==> config.mk <==
export PLATFORM = sky130hd
export DESIGN_NAME = picmd_seq
export DESIGN_NICKNAME = d
export VERILOG_FILES = /design/src/rtl/picmd_pkg.sv /design/src/rtl/picmd_decode.sv /design/src/rtl/picmd_init_fsm.sv /design/src/rtl/picmd_regs.sv /design/src/rtl/picmd_seq.sv
export SDC_FILE = /design/constraint.sdc
export NUM_CORES = 1
export LEC_CHECK = 0
export ABC_AREA = 1
export CORE_MARGIN = 3
export CORE_UTILIZATION = 30
export CTS_CLUSTER_DIAMETER = 30
export CTS_CLUSTER_SIZE = 16
export DETAILED_ROUTE_END_ITERATION = 12
export GPL_TIMING_DRIVEN = 0
export SLEW_MARGIN = 20
export SYNTH_ARGS = -nofsm -noshare
export SYNTH_HDL_FRONTEND = slang
export SYNTH_SLANG_ARGS = --single-unit
==> constraint.sdc <==
create_clock -name clk_i -period 2.76 [get_ports clk_i]
set_input_delay 0.552 -clock clk_i [delete_from_list [all_inputs] [get_ports clk_i]]
set_output_delay 0.552 -clock clk_i [all_outputs]
set_load 0.005 [all_outputs]
==> src/rtl/picmd_pkg.sv <==
package picmd_pkg;
  typedef enum logic [2:0] {ST_ICW1, ST_ICW2, ST_ICW3, ST_ICW4, ST_RDY} init_st_e;

  localparam int CW_SEL_BIT  = 4;  // 1: start of initialization
  localparam int CW_KIND_BIT = 3;  // in ready: 0 command, 1 read select

  typedef struct packed {
    logic icw1;
    logic icw2;
    logic icw3;
    logic icw4;
    logic imr;
    logic ocw2;
    logic ocw3;
    logic bad;
  } cw_ld_t;
endpackage

==> src/rtl/picmd_decode.sv <==
module picmd_decode
  import picmd_pkg::*;
(
  input  logic     wr_en_i,
  input  logic     a0_i,
  input  logic     sel_i,
  input  logic     kind_i,
  input  init_st_e state_i,
  output cw_ld_t   ld_o
);
  always_comb begin
    ld_o = '0;
    if (wr_en_i) begin
      if (!a0_i) begin
        if (sel_i)                 ld_o.icw1 = 1'b1;
        else if (state_i == ST_RDY) begin
          if (kind_i)              ld_o.ocw3 = 1'b1;
          else                     ld_o.ocw2 = 1'b1;
        end else                   ld_o.bad  = 1'b1;
      end else begin
        unique case (state_i)
          ST_ICW2: ld_o.icw2 = 1'b1;
          ST_ICW3: ld_o.icw3 = 1'b1;
          ST_ICW4: ld_o.icw4 = 1'b1;
          ST_RDY:  ld_o.imr  = 1'b1;
          default: ld_o.bad  = 1'b1;
        endcase
      end
    end
  end
endmodule

==> src/rtl/picmd_init_fsm.sv <==
module picmd_init_fsm
  import picmd_pkg::*;
(
  input  logic     clk_i,
  input  logic     rst_ni,
  input  cw_ld_t   ld_i,
  input  logic     ic4_i,
  input  logic     sngl_i,
  output init_st_e state_o
);
  init_st_e st_q, st_d;

  always_comb begin
    st_d = st_q;
    if (ld_i.icw1)      st_d = ST_ICW2;
    else if (ld_i.icw2) st_d = !sngl_i ? ST_ICW3 : (ic4_i ? ST_ICW4 : ST_RDY);
    else if (ld_i.icw3) st_d = ic4_i ? ST_ICW4 : ST_RDY;
    else if (ld_i.icw4) st_d = ST_RDY;
  end

  always_ff @(posedge clk_i or negedge rst_ni) begin
    if (!rst_ni) st_q <= ST_ICW1;
    else         st_q <= st_d;
  end

  assign state_o = st_q;
endmodule

==> src/rtl/picmd_regs.sv <==
module picmd_regs
  import picmd_pkg::*;
#(
  parameter int DATA_W = 8,
  localparam int LVL_W = $clog2(DATA_W)
) (
  input  logic              clk_i,
  input  logic              rst_ni,
  input  cw_ld_t            ld_i,
  input  logic              rd_en_i,
  input  logic              a0_i,
  input  logic [DATA_W-1:0] wdata_i,
  input  logic [DATA_W-1:0] irr_i,
  input  logic [DATA_W-1:0] isr_i,
  output logic [DATA_W-1:0] rdata_o,
  output logic [3:0]        icw1_o,
  output logic [DATA_W-1:0] vec_base_o,
  output logic [DATA_W-1:0] cascade_o,
  output logic [3:0]        icw4_o,
  output logic [2:0]        ocw2_cmd_o,
  output logic [LVL_W-1:0]  ocw2_lvl_o,
  output logic              ocw2_stb_o,
  output logic              err_o
);
  logic [DATA_W-1:0] imr_q, rd_d;
  logic [1:0]        rsel_q;

  always_ff @(posedge clk_i or negedge rst_ni) begin
    if (!rst_ni) begin
      icw1_o     <= '0;
      vec_base_o <= '0;
      cascade_o  <= '0;
      icw4_o     <= '0;
      imr_q      <= '0;
      ocw2_cmd_o <= '0;
      ocw2_lvl_o <= '0;
      rsel_q     <= 2'b10;
    end else begin
      if (ld_i.icw1) icw1_o     <= wdata_i[3:0];
      if (ld_i.icw2) vec_base_o <= wdata_i;
      if (ld_i.icw3) cascade_o  <= wdata_i;
      if (ld_i.icw4) icw4_o     <= wdata_i[4:1];
      if (ld_i.imr)  imr_q      <= wdata_i;
      if (ld_i.ocw2) begin
        ocw2_cmd_o <= wdata_i[7:5];
        ocw2_lvl_o <= wdata_i[LVL_W-1:0];
      end
      if (ld_i.ocw3) rsel_q <= wdata_i[1:0];
    end
  end

  always_comb begin
    if (a0_i)                 rd_d = imr_q;
    else if (rsel_q == 2'b10) rd_d = irr_i;
    else if (rsel_q == 2'b11) rd_d = isr_i;
    else                      rd_d = '0;
  end

  always_ff @(posedge clk_i or negedge rst_ni) begin
    if (!rst_ni) begin
      rdata_o    <= '0;
      ocw2_stb_o <= 1'b0;
      err_o      <= 1'b0;
    end else begin
      if (rd_en_i) rdata_o <= rd_d;
      ocw2_stb_o <= ld_i.ocw2;
      err_o      <= ld_i.bad;
    end
  end
endmodule

==> src/rtl/picmd_seq.sv <==
module picmd_seq
  import picmd_pkg::*;
#(
  parameter int DATA_W = 8,
  localparam int LVL_W = $clog2(DATA_W)
) (
  input  logic              clk_i,
  input  logic              rst_ni,
  input  logic              wr_en_i,
  input  logic              rd_en_i,
  input  logic              a0_i,
  input  logic [DATA_W-1:0] wdata_i,
  input  logic [DATA_W-1:0] irr_i,
  input  logic [DATA_W-1:0] isr_i,
  output logic [DATA_W-1:0] rdata_o,
  output logic              ready_o,
  output logic [DATA_W-1:0] vec_base_o,
  output logic              single_o,
  output logic              adi_o,
  output logic              level_o,
  output logic [DATA_W-1:0] cascade_o,
  output logic              aeoi_o,
  output logic              ms_o,
  output logic              buf_o,
  output logic              sfnm_o,
  output logic              ocw2_stb_o,
  output logic              ocw2_rot_o,
  output logic              ocw2_sl_o,
  output logic              ocw2_eoi_o,
  output logic [LVL_W-1:0]  ocw2_lvl_o,
  output logic              err_o
);
  cw_ld_t     ld;
  init_st_e   state;
  logic [3:0] icw1, icw4;
  logic [2:0] cmd;

  picmd_decode i_decode (
    .wr_en_i (wr_en_i),
    .a0_i    (a0_i),
    .sel_i   (wdata_i[CW_SEL_BIT]),
    .kind_i  (wdata_i[CW_KIND_BIT]),
    .state_i (state),
    .ld_o    (ld)
  );

  picmd_init_fsm i_fsm (
    .clk_i   (clk_i),
    .rst_ni  (rst_ni),
    .ld_i    (ld),
    .ic4_i   (icw1[0]),
    .sngl_i  (icw1[1]),
    .state_o (state)
  );

  picmd_regs #(.DATA_W(DATA_W)) i_regs (
    .clk_i      (clk_i),
    .rst_ni     (rst_ni),
    .ld_i       (ld),
    .rd_en_i    (rd_en_i),
    .a0_i       (a0_i),
    .wdata_i    (wdata_i),
    .irr_i      (irr_i),
    .isr_i      (isr_i),
    .rdata_o    (rdata_o),
    .icw1_o     (icw1),
    .vec_base_o (vec_base_o),
    .cascade_o  (cascade_o),
    .icw4_o     (icw4),
    .ocw2_cmd_o (cmd),
    .ocw2_lvl_o (ocw2_lvl_o),
    .ocw2_stb_o (ocw2_stb_o),
    .err_o      (err_o)
  );

  assign ready_o    = (state == ST_RDY);
  assign single_o   = icw1[1];
  assign adi_o      = icw1[2];
  assign level_o    = icw1[3];
  assign aeoi_o     = icw4[0];
  assign ms_o       = icw4[1];
  assign buf_o      = icw4[2];
  assign sfnm_o     = icw4[3];
  assign ocw2_rot_o = cmd[2];
  assign ocw2_sl_o  = cmd[1];
  assign ocw2_eoi_o = cmd[0];
endmodule

==> key figures <==
Timing
  – Relative slew slack: 55.1%
  – RSZ-0062 raised after global routing: no
  – Min Tclk post-route: 2190 ps
  – Least-Margin Pin Slew: approximately 670 ps
  – Final setup violation count: 0
  – Fmax: 457 MHz
  – Fin crit share: 79.3%
  – Slew Limit Fails: 0
  – Fin worst setup slack: 571 ps
  – Final-report hold violation count: 0
  – Clock skew: between 5 and 6 ps

Routing
  – Initial DRC Count: between 100 and 150
  – DRC Markers: 0
  – Routed WL: 5970 um
  – Pre-antenna DRT Iters: 4
  – Antenna viol nets, final: 0
  – DR vias/cell: 4.64
  – Routed len/inst: 13.9 um
  – Via count: 1989

Place
  – Setup WS pre-CTS: 583 ps
  – Placed insts: 422
  – Post-DP HPWL: 4250 um
  – Routability cong.: 0.802
  – Port bufs: 67

Power and ir drop
  – Net Sw Frac: 31.8%
  – Pleak: roughly 0.0015 uW
  – Comb power frac: 37.8%
  – Sequential power share: 44.5%
  – Pwr dens: 911 mW/mm2
  – Clock share of power: 17.7%
  – Peak VDD IR: 0.000473 V
  – Net Sw Power: roughly 900 uW
  – Int Pwr: 1960 uW

CTS
  – Setup Buffers After CTS: 0
  – Clk buf depth: 2
  – CTS tree: built
  – Post-CTS Resized: 0
  – CTS buffer count: 5
  – CTS H-tree lvls: 2
  – Hold Buf Count CTS: 0
  – CTS Sinks: 53
  – Clock root buffer: clkbuf_8
  – Clk pin slew, worst setup/hold paths: roughly 90 ps
  – Clock Latency Late Sink: 310 ps

Synthesis
  – Synth area leaders: dfrtp_1 (58%), nand2_1 (11%), o21ai_0 (7.8%), nand3_1 (4.2%), a21oi_1 (4.0%)
  – Share of the synthesized area in the top cell type: between 50% and 60%
  – Register area share after synthesis: 58.7%
  – Synthesis Warnings: 0
  – Synth Register Bits: 53
  – Library cells used by synthesis: 20
  – Syn Area/Cell: 8.83 um2
  – Mapped Area: 0.00226 mm2
  – Syn nets: 285
  – Synth Instances: ~260
  – Leading area contributor after synthesis: dfrtp_1

Global route
  – Vias in the first global route: 1823
  – Grt ovf: 0
  – Total GRT Usage: 14.2%
  – Initial antenna violation count: 0
  – Global-route wire length before repair: 9490 um
  – Largest net degree at the start of global routing: 54

Critical path
  – Crit. End Element: output pin
  – Slowest CP cell: clkdlybuf4s50_1
  – Worst-path maximum fanout: 7
  – Crit path buf inv count: 1
  – Top delay family on crit path: buffers and inverters
  – Critical path data arrival time: 1640 ps
  – Reg2reg start: i_fsm.state_o[0]
  – Origin of the worst setup path: i_fsm.state_o[0]
  – Crit-path max cell delay: 570 ps
  – Worst R2R Path Depth: 5
  – Critical path class: flip-flop to output pin
  – CP Data Required Time: roughly 2200 ps
  – Setup crit end: ready_o
  – Startpoint Class: flip-flop
  – R2R Setup Slk: 1230 ps
  – Crit Reg-Reg Endpoint: i_regs.ocw2_lvl_o[0]
  – Stages on the worst setup path: 2
  – Critical path cell sequence: nor3_4 > clkdlybuf4s50_1

Floorplan
  – Die height: 92.8 um
  – Starting Density: 31.0%
  – I/O Pins: a little under 70
  – Core box area: 0.00729 mm2
  – Row count: 31
  – Die span in x: between 90 and 100 um
  – DIE AREA: 0.00861 mm2

Layout
  – Area delta synth->final: 39.6%
  – # diodes: 0
  – Layout cell share with drive strength beyond 1: 6.97%
  – Final core occ: between 40% and 50%
  – Final net count: 359
  – Post-Layout Cell Count: around 430
  – Most frequent cells in the layout: nand2_1 (66), clkdlybuf4s50_1 (66), dfrtp_1 (52), o21ai_0 (35), inv_1 (20)
  – Filler instances: ~770

Outcome
  – Run status: completed

Run
  – Max Cap Viol: 0

Worst hold path
  – Hold crit path type: primary input to asynchronous set/reset pin
power by group through the flow:
stage	clock (uW)	sequential [uW]	combinational, uW
global route	557	1320	1210
global placement	0	1290	1080
CTS	524	1280	1100
detailed placement	0	1290	1090
finish	509	1280	1080
floorplan	0	1280	456
worst reg2reg max path: cells and delay by family, from the launching register on:
family / cells / cell delay, ps
buffers and inverters: 1 / 270
DFF: 1 / 490
and+or+nand+nor: 3 / 620
AOI/OAI and AO/OA: 1 / 50
state kept, by name, summed over array words and instances, names as in the netlist:
register	cells
i_regs.imr_q	8
i_fsm.state_o	3
i_regs.rdata_o	8
i_regs.icw1_o	4
i_regs.icw4_o	4
i_regs.ocw2_stb_o	1
i_regs.ocw2_lvl_o	3
i_regs.cascade_o	8
i_regs.rsel_q	2
i_regs.err_o	1
i_regs.ocw2_cmd_o	3
i_regs.vec_base_o	8
Yosys cell counts:
master / instances
a21oi_1: 18
buf_2: 5
buf_4: 1
buf_6: 1
clkbuf_1: 4
dfrtp_1: 52
dfstp_2: 1
inv_1: 20
inv_2: 1
nand2_1: 66
nand3_1: 19
nand3b_1: 1
nand4_1: 6
nor2_1: 16
nor3_1: 2
nor3_4: 1
o21ai_0: 35
o21ai_1: 1
o21ai_2: 5
o22ai_1: 1
worst min-delay path by stage:
| stage | slack (ps) | end | start | cells after the start |
|---|---|---|---|---|
| detailed placement | 470 | i_regs.icw1_o[3] | i_regs.icw1_o[3] | 2 |
| finish | 270 | i_regs.err_o | rst_ni | 1 |
| global route | 320 | i_regs.err_o | rst_ni | 1 |
| CTS | 310 | i_regs.icw1_o[2] | rst_ni | 1 |
| floorplan | 260 | i_fsm.state_o[0] | rst_ni | 0 |
| global placement | 470 | i_regs.ocw2_cmd_o[1] | i_regs.ocw2_cmd_o[1] | 2 |
layer usage:
metal  global-route usage, %  vias up  wire, um
li1                        -      996         -
met1                    19.8      927      2900
met2                    21.2       61      2580
met3                    4.87        5       425
met4                    3.66        0        60
met5                       0        -         0
per-stage QoR:
| step | hold WS (ps) | power, uW | TNS (ps) | cell area (um2) |
|---|---|---|---|---|
| finish | 270 | 2870 | 0 | 3160 |
| CTS | 306 | 2900 | 0 | 3160 |
| floorplan | 256 | 1740 | 0 | 2260 |
| global route | 316 | 3090 | 0 | 3160 |
| detailed placement | 473 | 2380 | 0 | 3050 |
| global placement | 469 | 2370 | -26630 | 3050 |
area by class of cell:
type | instances | area, um2 | area share, %
Clock buffer | 5 | 68.8 | 2.18
Multi-Input combinational cell | 171 | 795 | 25.2
Timing Repair Buffer | 67 | 668 | 21.2
Sequential cell | 53 | 1330 | 42.1
Inverter | 21 | 78.8 | 2.50
Clock inverter | 2 | 35.0 | 1.11
Buffer | 11 | 58.8 | 1.86
Tap cell | 99 | 124 | 3.93
logic make-up (layout without fill, tap and decap cells):
logic type	Yosys count	in the layout	synth area share, %
AOI/OAI and AO/OA	60	60	14.2
buffers and inverters	32	106	6.09
DFF	53	53	58.7
and+or+nand+nor	111	111	21.0
Power figures use the tool's default switching activity.
